--- src/rtl/bridge_pkg.sv ---
package bridge_pkg;

  // Strobes from control to the datapath
  typedef struct packed {
    logic captureEn;   // shift sampled bits in
    logic clearShift;  // drop any partial byte
    logic loadOut;     // copy the finished byte to the FIFO data register
  } dpCtl_t;

  typedef enum logic [2:0] {
    ST_ALIGN,    // wait for channel clock rising edge
    ST_RUN,      // capture and write bytes
    ST_HOSTWAIT, // host byte seen, wait for write strobe to end
    ST_READ,     // read strobe active
    ST_RECOVER   // wait for host byte indication to clear
  } ctlState_t;

  localparam int SAMPLE_W = 24;

endpackage

--- src/rtl/bridge_sync.sv ---
module bridge_sync #(
  parameter int WIDTH = 1,
  parameter int STAGES = 2,
  parameter logic [WIDTH-1:0] RESET_VAL = '0
) (
  input  logic             clk,
  input  logic             rstN,
  input  logic [WIDTH-1:0] asyncIn,
  output logic [WIDTH-1:0] syncOut
);

  logic [STAGES-1:0][WIDTH-1:0] chain;

  always_ff @(posedge clk or negedge rstN) begin
    if (!rstN) begin
      for (int s = 0; s < STAGES; s++) chain[s] <= RESET_VAL;
    end else begin
      chain[0] <= asyncIn;
      for (int s = 1; s < STAGES; s++) chain[s] <= chain[s-1];
    end
  end

  assign syncOut = chain[STAGES-1];

endmodule

--- src/rtl/bridge_datapath.sv ---
module bridge_datapath
  import bridge_pkg::*;
#(
  parameter int BYTE_W = 8
) (
  input  logic              clk,
  input  logic              rstN,
  input  logic              bitSync,
  input  logic              chanSync,
  input  logic              dataSync,
  input  dpCtl_t            ctl,
  output logic              chanRise,
  output logic              byteDone,
  output logic [BYTE_W-1:0] fifoData
);

  localparam int CNT_W = $clog2(BYTE_W);
  localparam logic [CNT_W-1:0] LAST_BIT = CNT_W'(BYTE_W - 1);

  logic              bitPrev, chanPrev;
  logic              bitRise;
  logic [BYTE_W-1:0] shiftReg;
  logic [BYTE_W-1:0] byteReg;
  logic [CNT_W-1:0]  bitCnt;
  logic [BYTE_W-1:0] nextShift;

  assign bitRise   = bitSync & ~bitPrev;
  assign chanRise  = chanSync & ~chanPrev;
  assign nextShift = {shiftReg[BYTE_W-2:0], dataSync};

  always_ff @(posedge clk or negedge rstN) begin
    if (!rstN) begin
      bitPrev  <= 1'b0;
      chanPrev <= 1'b0;
      shiftReg <= '0;
      byteReg  <= '0;
      bitCnt   <= '0;
      byteDone <= 1'b0;
      fifoData <= '0;
    end else begin
      bitPrev  <= bitSync;
      chanPrev <= chanSync;
      byteDone <= 1'b0;
      if (ctl.clearShift) begin
        shiftReg <= '0;
        bitCnt   <= '0;
      end else if (ctl.captureEn && bitRise) begin
        shiftReg <= nextShift;
        if (bitCnt == LAST_BIT) begin
          bitCnt   <= '0;
          byteReg  <= nextShift;
          byteDone <= 1'b1;
        end else begin
          bitCnt <= bitCnt + 1'b1;
        end
      end
      if (ctl.loadOut) fifoData <= byteReg;
    end
  end

endmodule

--- src/rtl/bridge_control.sv ---
module bridge_control
  import bridge_pkg::*;
#(
  parameter int STROBE_CYCLES = 4
) (
  input  logic   clk,
  input  logic   rstN,
  input  logic   chanRise,
  input  logic   byteDone,
  input  logic   spaceOk,
  input  logic   hostAvail,
  output dpCtl_t ctl,
  output logic   wrStrobe,
  output logic   rdStrobeN,
  output logic   overflow
);

  localparam int SC_W = $clog2(STROBE_CYCLES + 1);
  localparam logic [SC_W-1:0] STROBE_LAST = SC_W'(STROBE_CYCLES - 1);

  ctlState_t       state;
  logic [SC_W-1:0] wrCnt, rdCnt;
  logic            writeSlot, canWrite;

  assign writeSlot = (state == ST_RUN) && byteDone && !hostAvail;
  assign canWrite  = spaceOk && !wrStrobe;

  always_comb begin
    ctl.captureEn  = (state == ST_RUN);
    ctl.clearShift = (state != ST_RUN);
    ctl.loadOut    = writeSlot && canWrite;
  end

  // Sequencing and read strobe
  always_ff @(posedge clk or negedge rstN) begin
    if (!rstN) begin
      state     <= ST_ALIGN;
      rdStrobeN <= 1'b1;
      rdCnt     <= '0;
      overflow  <= 1'b0;
    end else begin
      case (state)
        ST_ALIGN: begin
          if (hostAvail) begin
            state    <= ST_HOSTWAIT;
            overflow <= 1'b0;
          end else if (chanRise) begin
            state <= ST_RUN;
          end
        end
        ST_RUN: begin
          if (hostAvail) begin
            state    <= ST_HOSTWAIT;
            overflow <= 1'b0;
          end else if (writeSlot && !canWrite) begin
            overflow <= 1'b1;
          end
        end
        ST_HOSTWAIT: begin
          if (!wrStrobe) begin
            rdStrobeN <= 1'b0;
            rdCnt     <= STROBE_LAST;
            state     <= ST_READ;
          end
        end
        ST_READ: begin
          if (rdCnt == '0) begin
            rdStrobeN <= 1'b1;
            state     <= ST_RECOVER;
          end else begin
            rdCnt <= rdCnt - 1'b1;
          end
        end
        ST_RECOVER: begin
          if (!hostAvail) state <= ST_ALIGN;
        end
        default: state <= ST_ALIGN;
      endcase
    end
  end

  // Write strobe with fixed minimum width
  always_ff @(posedge clk or negedge rstN) begin
    if (!rstN) begin
      wrStrobe <= 1'b0;
      wrCnt    <= '0;
    end else if (ctl.loadOut) begin
      wrStrobe <= 1'b1;
      wrCnt    <= STROBE_LAST;
    end else if (wrStrobe) begin
      if (wrCnt == '0) wrStrobe <= 1'b0;
      else             wrCnt    <= wrCnt - 1'b1;
    end
  end

endmodule

--- src/rtl/adc_byte_bridge.sv ---
module adc_byte_bridge
  import bridge_pkg::*;
#(
  parameter int BYTE_W        = 8,
  parameter int SYNC_STAGES   = 2,
  parameter int STROBE_CYCLES = 4
) (
  input  logic              clk,
  input  logic              rstN,
  input  logic              bitClk,
  input  logic              chanClk,
  input  logic              serData,
  input  logic              txSpaceN,
  input  logic              rxReadyN,
  output logic [BYTE_W-1:0] fifoData,
  output logic              wrStrobe,
  output logic              rdStrobeN,
  output logic              overflow
);

  localparam int SYNC_W = 5;
  localparam logic [SYNC_W-1:0] SYNC_RESET = 5'b00011;

  logic [SYNC_W-1:0] syncBus;
  logic   bitSync, chanSync, dataSync, spaceOk, hostAvail;
  logic   chanRise, byteDone;
  dpCtl_t ctl;

  bridge_sync #(
    .WIDTH(SYNC_W), .STAGES(SYNC_STAGES), .RESET_VAL(SYNC_RESET)
  ) u_sync (
    .clk(clk), .rstN(rstN),
    .asyncIn({bitClk, chanClk, serData, txSpaceN, rxReadyN}),
    .syncOut(syncBus)
  );

  assign bitSync   = syncBus[4];
  assign chanSync  = syncBus[3];
  assign dataSync  = syncBus[2];
  assign spaceOk   = ~syncBus[1];
  assign hostAvail = ~syncBus[0];

  bridge_datapath #(.BYTE_W(BYTE_W)) u_dp (
    .clk(clk), .rstN(rstN),
    .bitSync(bitSync), .chanSync(chanSync), .dataSync(dataSync),
    .ctl(ctl), .chanRise(chanRise), .byteDone(byteDone), .fifoData(fifoData)
  );

  bridge_control #(.STROBE_CYCLES(STROBE_CYCLES)) u_ctl (
    .clk(clk), .rstN(rstN),
    .chanRise(chanRise), .byteDone(byteDone),
    .spaceOk(spaceOk), .hostAvail(hostAvail),
    .ctl(ctl), .wrStrobe(wrStrobe), .rdStrobeN(rdStrobeN), .overflow(overflow)
  );

endmodule

--- config.mk ---
export PLATFORM = sky130hd
export DESIGN_NAME = adc_byte_bridge
export DESIGN_NICKNAME = d
export VERILOG_FILES = /design/src/rtl/bridge_pkg.sv /design/src/rtl/bridge_sync.sv /design/src/rtl/bridge_datapath.sv /design/src/rtl/bridge_control.sv /design/src/rtl/adc_byte_bridge.sv
export SDC_FILE = /design/constraint.sdc
export NUM_CORES = 1
export LEC_CHECK = 0
export BUFFER_PORTS_ARGS = -buffer_cell sky130_fd_sc_hd__buf_2
export CORE_ASPECT_RATIO = 1.75
export CORE_UTILIZATION = 57
export CTS_CLUSTER_SIZE = 25
export DETAILED_ROUTE_END_ITERATION = 16
export PLACE_DENSITY = 0.81
export SLEW_MARGIN = 10
export SYNTH_ARGS = -nofsm -noshare
export SYNTH_HDL_FRONTEND = slang
export SYNTH_SLANG_ARGS = --single-unit
--- constraint.sdc ---
create_clock -name clk -period 2.2 [get_ports clk]
set_clock_uncertainty 0.1 [all_clocks]
set_input_delay 0.55 -clock clk [delete_from_list [all_inputs] [get_ports clk]]
set_output_delay 0.55 -clock clk [all_outputs]
set_load 0.01 [all_outputs]
==> flow_summary_export.csv <==
group,metric,value,unit
setup_path,end_kind,"flip-flop",
timing,hold_viol_final,0,
cells_and_area,antenna_cells,0,
logic_synthesis,netlist_top_cells_area,"dfrtp_1, dfstp_2, mux2_2",
power_and_ir_drop,power_density,840.8,nW/µm²
logic_synthesis,synth_edf_count,0,
global_route,met2_usage,0.3264,
floorplanning,die_w,47.16,µm
clock_tree,clk-insertion-delay-late,290,ps
clock_tree,clockBufferDepth,2,
clock_tree,post_cts_buffers,0,
job,cap_viol_max_count,0,
global_route,grt_max_degree,52,
power_and_ir_drop,total_power,1.908,mW
floorplanning,dieArea,3821,µm²
setup_path,slowest_stage,"or4_4",
setup_path,path_class,"flip-flop to flip-flop",
setup_path,worstPathRequired,2280,ps
global_route,grtUsageMet1,0.2654,
clock_tree,numClockSinks,51,
timing,whs,123.6,ps
setup_path,rr_worst_depth,3,
logic_synthesis,mappedNetlistArea,2034,µm²
cells_and_area,fillers,280,
clock_tree,cts_resized,0,
clock_tree,root_buffer,"clkbuf_8",
cells_and_area,drive_gt1_frac,0.2781,
setup_path,r2r-start,"u_ctl.state[1]",
place,dp_cells,224,
logic_synthesis,ys_warn_count,0,
logic_synthesis,synth.distinct_cells,30,
logic_synthesis,synth.most_common_cell,"dfrtp_1",
global_route,grt_pass1_wl,5.520,mm
cells_and_area,utilization,0.6679,
power_and_ir_drop,ir_drop,642.9,µV
global_route,grt_use_met3,0.05556,
cells_and_area,fin_cells,232,
place,port_buffers,17,
place,post-place-ws,174.7,ps
timing,slew_violations,0,
timing,fmax,487.5,MHz
logic_synthesis,yosysTopAreaCell,"dfrtp_1",
cells_and_area,syn_to_final_growth,11.56,%
drt,first_pass_iters,4,
setup_path,startpoint,"u_ctl.state[1]",
drt,drt_drc_violations_left,0,
setup_path,crit_chain,"or3b_4 -> or4_4 -> mux2_4",
setup_path,rrSetupSlack,150,ps
logic_synthesis,synthesis.nets,176,
setup_path,cp.arrival,2140,ps
drt,dr_total_vias,1280,
clock_tree,cts_buffers,5,
setup_path,slowest_delay,610,ps
drt,drt-initial-drc-count,31,
timing,worst_pin_slew,657.0,ps
global_route,antenna_found_initial,0,
logic_synthesis,ys_top_cells_by_count,"dfrtp_1, nand2_1, a21oi_1, mux2_2",
setup_path,start_kind,"flip-flop",
logic_synthesis,synth_cells,163,
clock_tree,cts_hold_buf,0,
logic_synthesis,synth_seq_cells,51,
place,place_congestion,0.8091,
timing,final.period_utilization,0.9324,
timing,setup_viol,0,
drt,ant_nets,0,
timing,timing.final.crit_period,2051,ps
clock_tree,cts_tree,"built",
floorplanning,floorplan.rows,28,
logic_synthesis,ys_seq_area_frac,0.6304,
min_path,hold_class,"input pin to async pin",
timing,slew_headroom,0.5611,
floorplanning,die_h,81.03,µm
status,status,"complete, no violations",
setup_path,path_max_fanout,12,
floorplanning,start_util,0.5987,
global_route,grt.total_usage,0.2092,
global_route,busiest_layer,"met2",
drt,totalWireLength,3.371,mm
timing,rsz0062_at_grt,"no",
place,placed_area,2188,µm²
drt,via_per_inst,5.517,
setup_path,r2r-end,"u_dp.fifoData[4]",
floorplanning,ios,18,
setup_path,path_buf_inv,0,
setup_path,critPathTopFamily,"simple AND/OR/NAND/NOR gates",
logic_synthesis,yosysTopAreaCellShare,0.5658,
cells_and_area,fin_area,2270,µm²
clock_tree,htree_levels,2,
logic_synthesis,ys.flop_type,"dfrtp_1",
clock_tree,path_clk_slew,80,ps
logic_synthesis,synth_area_per_cell,12.48,µm²
drt,wl_per_cell,14.53,µm
power_and_ir_drop,leakage,1.110,nW
place,hpwl,2.407,mm
timing,tns,0,ps
global_route,grt_pass1_vias,1179,
global_route,grt-ovfl-total,0,
logic_synthesis,async_reset_ff_frac,1.000,
timing,worst_slack,148.7,ps
floorplanning,core,3398,µm²
cells_and_area,final_nets,199,
==> layout by cell type, fill, tap and decap left out <==
master / count
buf_4: 2
ha_1: 6
or4b_2: 1
nor3_2: 1
nand3_1: 3
a311oi_1: 1
buf_12: 1
o32a_1: 1
o2bb2ai_1: 1
a21oi_1: 14
mux2_4: 6
nand2b_1: 3
o21ai_0: 8
nand3b_1: 1
nor4_1: 1
clkinv_2: 1
dfstp_2: 5
inv_1: 8
or4_4: 1
dfrtp_1: 46
mux2_2: 11
clkbuf_8: 5
nor2_1: 7
or3_1: 2
a31oi_1: 1
or3b_4: 1
clkbuf_1: 2
nor2b_1: 5
nand2_1: 22
o311ai_0: 1
and2_1: 1
buf_2: 17
a32oi_1: 1
==> layer usage <==
metal | vias to the layer above | routed length, µm
met5 | - | 0
met4 | 0 | 58
met3 | 6 | 93
met2 | 20 | 1808
met1 | 651 | 1411
li1 | 603 | -
==> registers in the layout, summed over array words and instances (netlist names), 3 cells and up <==
name	flops
u_ctl.wrCnt	3
u_dp.byteReg	8
u_dp.fifoData	8
u_sync.syncOut	5
u_sync.chain	5
u_dp.shiftReg	7
u_ctl.state	3
u_dp.bitCnt	3
u_ctl.rdCnt	3
==> worst reg2reg max path: stages, from the launching register on <==
cell and delay (ps):
dfrtp_1 460, or3b_4 430, or4_4 610, mux2_4 340
==> cell type report <==
class,count,area [µm²],share of cell area
flip-flops and latches,51,1282,0.5650
clock buffers,7,76.32,0.03363
multi-input cells,100,699.4,0.3082
inverters,8,30.03,0.01323
well taps,45,56.30,0.02481
repair buffers,20,120.1,0.05292
clock inverters,1,5.005,0.002205
==> worst max path at each step <==
stage | depth (start not counted) | endpoint | slack, ps
after global routing | 3 | u_dp.fifoData[4] | 120
after global placement | 3 | u_dp.fifoData[7] | 220
after detailed placement | 3 | u_dp.fifoData[4] | 170
final | 3 | u_dp.fifoData[4] | 150
after CTS | 3 | u_dp.fifoData[4] | 160
after floorplan | 4 | u_dp.fifoData[2] | 190
==> where the power goes <==
| part | total [mW] | internal [mW] | leakage, nW | switching, mW |
|---|---|---|---|---|
| sequential | 1.08 | 1.02 | 0.662 | 0.0680 |
| combinational | 0.323 | 0.131 | 0.406 | 0.191 |
| clock | 0.502 | 0.224 | 0.0422 | 0.278 |
==> cells by family after synthesis <==
kind of cell,after synthesis,synth area share
flip-flops,51,0.6304
AND/OR/NAND/NOR,49,0.1224
AO/OA/AOI/OAI,28,0.07934
multiplexers,17,0.1052
buffers and inverters,12,0.02583
adder cells (fa/ha/maj),6,0.03690
Power figures use the tool's default switching activity.
